--- src/rtl/trap_eval_pkg.sv ---
package trap_eval_pkg;
    localparam int unsigned XLEN   = 64;
    localparam int unsigned WLEN   = 32;
    localparam int unsigned NREL   = 5;
    // cause-flag positions, LSB = 0
    localparam int unsigned BIT_FP    = 20;
    localparam int unsigned BIT_PRIV  = 18;
    localparam int unsigned BIT_TRAP  = 17;
    localparam int unsigned BIT_ADRT  = 16;

    // relation order matches mask bit order
    typedef enum logic [2:0] {
        REL_LT_S = 3'd0,
        REL_GT_S = 3'd1,
        REL_EQ   = 3'd2,
        REL_LT_U = 3'd3,
        REL_GT_U = 3'd4
    } rel_idx_e;

    typedef struct packed {
        logic            taken;
        logic [XLEN-1:0] status;
        logic [XLEN-1:0] addr;
    } trap_result_t;
endpackage

--- src/rtl/trap_opnd_prep.sv ---
module trap_opnd_prep #(
    parameter int unsigned XW = trap_eval_pkg::XLEN,
    parameter int unsigned WW = trap_eval_pkg::WLEN
) (
    input  logic [XW-1:0] raw,
    input  logic          word_sel,
    output logic [XW-1:0] ext_s,
    output logic [XW-1:0] ext_u
);
    localparam int unsigned UPW = XW - WW;

    always_comb begin
        if (word_sel) begin
            ext_s = {{UPW{raw[WW-1]}}, raw[WW-1:0]};
            ext_u = {{UPW{1'b0}}, raw[WW-1:0]};
        end else begin
            ext_s = raw;
            ext_u = raw;
        end
    end
endmodule

--- src/rtl/trap_rel_cmp.sv ---
module trap_rel_cmp #(
    parameter int unsigned XW = trap_eval_pkg::XLEN,
    parameter int unsigned NR = trap_eval_pkg::NREL
) (
    input  logic [XW-1:0] a_s,
    input  logic [XW-1:0] b_s,
    input  logic [XW-1:0] a_u,
    input  logic [XW-1:0] b_u,
    output logic [NR-1:0] rel
);
    import trap_eval_pkg::*;

    always_comb begin
        rel           = '0;
        rel[REL_LT_S] = $signed(a_s) < $signed(b_s);
        rel[REL_GT_S] = $signed(a_s) > $signed(b_s);
        rel[REL_EQ]   = (a_u == b_u);
        rel[REL_LT_U] = a_u < b_u;
        rel[REL_GT_U] = a_u > b_u;
    end
endmodule

--- src/rtl/trap_status_fmt.sv ---
module trap_status_fmt #(
    parameter int unsigned XW = trap_eval_pkg::XLEN
) (
    input  logic [XW-1:0] state_in,
    output logic [XW-1:0] status_out
);
    import trap_eval_pkg::*;

    localparam logic [XW-1:0] CLR_MASK =
        (XW'(1) << BIT_FP) | (XW'(1) << BIT_PRIV) | (XW'(1) << BIT_ADRT);
    localparam logic [XW-1:0] SET_MASK = XW'(1) << BIT_TRAP;

    always_comb begin
        status_out = (state_in & ~CLR_MASK) | SET_MASK;
    end
endmodule

--- src/rtl/trap_eval_unit.sv ---
module trap_eval_unit
    import trap_eval_pkg::*;
#(
    parameter int unsigned XW = XLEN,
    parameter int unsigned WW = WLEN,
    parameter int unsigned NR = NREL
) (
    input  logic          clk,
    input  logic          rst_n,
    input  logic          in_valid,
    input  logic [XW-1:0] opnd_a,
    input  logic [XW-1:0] opnd_b,
    input  logic [NR-1:0] cond_mask,
    input  logic          word_sel,
    input  logic [XW-1:0] instr_addr,
    input  logic [XW-1:0] cur_state,
    output logic          trap_taken,
    output logic [XW-1:0] save_status,
    output logic [XW-1:0] save_addr
);
    logic [XW-1:0] a_s, a_u, b_s, b_u;
    logic [NR-1:0] rel_hit;
    logic [NR-1:0] qual_hit;
    logic [XW-1:0] fmt_status;
    trap_result_t  res_d, res_q;

    trap_opnd_prep #(.XW(XW), .WW(WW)) u_prep_a (
        .raw(opnd_a), .word_sel(word_sel), .ext_s(a_s), .ext_u(a_u)
    );
    trap_opnd_prep #(.XW(XW), .WW(WW)) u_prep_b (
        .raw(opnd_b), .word_sel(word_sel), .ext_s(b_s), .ext_u(b_u)
    );

    trap_rel_cmp #(.XW(XW), .NR(NR)) u_cmp (
        .a_s(a_s), .b_s(b_s), .a_u(a_u), .b_u(b_u), .rel(rel_hit)
    );

    trap_status_fmt #(.XW(XW)) u_fmt (
        .state_in(cur_state), .status_out(fmt_status)
    );

    for (genvar gi = 0; gi < NR; gi++) begin : g_qual
        assign qual_hit[gi] = rel_hit[gi] & cond_mask[gi];
    end

    always_comb begin
        res_d = '0;
        if (in_valid && (|qual_hit)) begin
            res_d.taken  = 1'b1;
            res_d.status = fmt_status;
            res_d.addr   = instr_addr;
        end
    end

    always_ff @(posedge clk) begin
        if (!rst_n) res_q <= '0;
        else        res_q <= res_d;
    end

    assign trap_taken  = res_q.taken;
    assign save_status = res_q.status;
    assign save_addr   = res_q.addr;
endmodule

--- config.mk ---
export PLATFORM = sky130hd
export DESIGN_NAME = trap_eval_unit
export DESIGN_NICKNAME = d
export VERILOG_FILES = /design/src/rtl/trap_eval_pkg.sv /design/src/rtl/trap_opnd_prep.sv /design/src/rtl/trap_rel_cmp.sv /design/src/rtl/trap_status_fmt.sv /design/src/rtl/trap_eval_unit.sv
export SDC_FILE = /design/constraint.sdc
export NUM_CORES = 1
export LEC_CHECK = 0
export BUFFER_PORTS_ARGS = -buffer_cell sky130_fd_sc_hd__buf_2
export CORE_UTILIZATION = 35
export CTS_CLUSTER_DIAMETER = 80
export DETAILED_ROUTE_END_ITERATION = 7
export GPL_TIMING_DRIVEN = 0
export HOLD_SLACK_MARGIN = 0.12
export PLACE_DENSITY = 0.56
export SLEW_MARGIN = 20
export SYNTH_ARGS = -nofsm -noshare
export SYNTH_HDL_FRONTEND = slang
export SYNTH_HIERARCHICAL = 1
export SYNTH_SLANG_ARGS = --single-unit
export TNS_END_PERCENT = 50
--- constraint.sdc ---
create_clock -name clk -period 5.45 [get_ports clk]
set_input_delay 1.3625 -clock clk [delete_from_list [all_inputs] [get_ports clk]]
set_output_delay 1.3625 -clock clk [all_outputs]
set_load 0.03 [all_outputs]
==> impl_metrics.env <==
export IMPL_drt_drc_violations_left=0
export IMPL_htree_levels=4
export IMPL_synth_area_um2=10400
export IMPL_path_class="input port to flop"
export IMPL_placementRows=62
export IMPL_syn_inst=1259
export IMPL_cp_max_fo=10
export IMPL_start_util_pct=35.8
export IMPL_grt_use_met3_pct=5.34
export IMPL_hold_class="input port to flop"
export IMPL_vias=9265
export IMPL_drive_gt1_share_pct=37.8
export IMPL_grt_max_degree=17
export IMPL_grt_use_total_pct=20.7
export IMPL_power_density_nw_per_um2=247
export IMPL_setup_slack_ns=0.322
export IMPL_yosysSeqAreaShare_pct=24.9
export IMPL_drv_slew=0
export IMPL_period_share_pct=94.1
export IMPL_vias_per_cell=4.75
export IMPL_setup_viol=0
export IMPL_worst_slew_pin_slew_ns=0.798
export IMPL_switching_share_pct=33.5
export IMPL_ys_ff_latch=129
export IMPL_clk_pin_slew_ns=0.07
export IMPL_grt_first_pass_wirelength_um=48500
export IMPL_switchingPower_uw=1060
export IMPL_die_area_um2=30300
export IMPL_ant_nets=0
export IMPL_status="completed"
export IMPL_drt_iter0_markers=446
export IMPL_clkPwrFrac_pct=37.8
export IMPL_busiest_layer="met2"
export IMPL_synth_warnings=6
export IMPL_grt_pass1_vias=8914
export IMPL_critPathRequiredTime_ns=5.71
export IMPL_overflow=0
export IMPL_timing_hold_ws_ns=1.19
export IMPL_post_drt_wl_per_cell_um=16.4
export IMPL_rsz0062_at_grt="false"
export IMPL_synth_avg_cell_area_um2=8.23
export IMPL_numPortBuffers=264
export IMPL_grtUsageMet2_pct=39.0
export IMPL_dp_hpwl_um=27000
export IMPL_cts_setup_buffers=0
export IMPL_drv_cap=0
export IMPL_nets=1937
export IMPL_cts_tree="done"
export IMPL_syn2layout_area_growth_pct=23.6
export IMPL_cts_sinks=129
export IMPL_coreArea_um2=28900
export IMPL_fmax_mhz=195
export IMPL_dp_slack_ns=-0.662
export IMPL_grtUsageMet1_pct=21.8
export IMPL_numCtsBuffers=17
export IMPL_first_pass_iters=8
export IMPL_p_seq_share_pct=31.9
export IMPL_cp_data_arrival_time_ns=5.39
export IMPL_slew_headroom_pct=46.8
export IMPL_p_leak_uw=0.00675
export IMPL_antenna_found_initial=10
export IMPL_synth_enable_flop_cells=0
export IMPL_p_int_uw=2110
export IMPL_power_uw=3170
export IMPL_startpoint_type="input port"
export IMPL_place_gp_congestion=0.892
export IMPL_hold_buffers=0
export IMPL_synth_distinct_cells=47
export IMPL_clockRootBuffer="clkbuf_16"
export IMPL_io_pins=394
export IMPL_clk_path_buf_depth=2
export IMPL_end_kind="flop"
export IMPL_dominantRegCellSynth="dfxtp_1"
export IMPL_async_flop_share_pct=0
export IMPL_die_w_um=174
export IMPL_hold_viol=0
export IMPL_combPwrFrac_pct=30.3
export IMPL_peakVddDrop_mv=0.148
export IMPL_wl_um=32100
export IMPL_die_h_um=174
export IMPL_period_needed_ns=5.13
-- cell usage in the layout (no fill, tap or decap), drive strengths merged, types with 27 or more instances in the layout --
cell      n
buf     484
a21oi   179
nand3   141
inv     141
dfxtp   129
ha      128
clkbuf   67
nor2b    66
mux2     64
nand2    33
nand4    27
-- cell families (layout without fill, tap and decap cells) --
group / after synthesis / in the layout / share of synthesized area, %
mux: 65 / 65 / 9.08
buf+inv: 400 / 696 / 22.6
other cells: 2 / 13 / 0.0724
fa+ha+maj: 128 / 128 / 15.4
flops: 129 / 129 / 24.9
compound gates: 229 / 229 / 12.0
xor+xnor: 1 / 1 / 0.0845
simple gates: 305 / 305 / 15.8
-- sequential cells by signal (all words and copies together), names as in the netlist --
signal / flops
save_status: 64
trap_taken: 1
save_addr: 64
-- worst max-delay path, stage by stage --
cell	delay, ns
buf_2	0.15
clkbuf_1	0.25
mux2_4	0.32
ha_1	0.33
nand4_2	0.20
nor4_2	0.53
nand4_1	0.27
a31o_1	0.29
nand3_2	0.10
mux2i_1	0.09
a222oi_1	0.58
clkbuf_2	0.44
buf_2	0.29
a21oi_1	0.16
-- through the flow --
step	instances	setup TNS (ns)	cell area, um^2	util (%)
after floorplan	1261	0	10400	-
after global placement	1909	-58.71	12200	42.1
after detailed placement	1909	-51.40	12200	42.1
after CTS	1941	0	12800	44.2
after global routing	1946	0	12800	44.3
final	1950	0	12800	44.3
-- path summary, 6_finish.rpt --
kind | startpoint | end | slack [ns] | cells past startpoint
min | instr_addr[20] | save_addr[20] | 1.19 | 3
max | opnd_a[31] | save_addr[12] | 0.32 | 14
-- routing by layer --
| layer | share of wire, % | routed length [um] | vias to the layer above |
|---|---|---|---|
| met1 | 38 | 12200 | 4239 |
| met4 | 2.9 | 939 | 2 |
| li1 | - | - | 4662 |
| met3 | 6.7 | 2160 | 45 |
| met2 | 52 | 16800 | 317 |
| met5 | 0.034 | 11 | - |
-- synth_stat cells, drive strengths merged (8+ instances only) --
library cell	n	area, um^2
buf	219	1670
a21o	12	90.1
nand2	33	124
clkbuf	49	184
ha	128	1600
nor2b	66	413
nand4	27	181
mux2	64	931
dfxtp	129	2580
nor2	18	67.6
nand3	141	716
o21ai	18	90.1
inv	132	495
a21oi	179	896
nor3	8	50.1
-- final cells by class --
type	instances	area [um^2]
flip-flops and latches	129	2580
diodes	9	22.5
clock inverters	13	164
multi-input cells	732	5450
inverters	132	495
plain buffers	268	1860
clock buffers	19	443
well taps	384	480
fillers	2920	16100
repair buffers	264	1320
-- power by group through the flow --
stage          sequential (uW)  combinational, uW  clock (uW)
2_1_floorplan             1150                573           0
3_3_place_gp              1030                954           0
3_5_place_dp              1030                960           0
4_1_cts                   1010                966        1210
5_1_grt                   1020               1060        1260
6_report                  1010                960        1200
-- repair_timing --
item                                   in CTS  in global routing
resized for setup                           2                  4
pin swaps                                   0                  0
setup endpoints to repair                  97                 97
endpoints found under the hold margin       0                  0
Power figures use the tool's default switching activity.
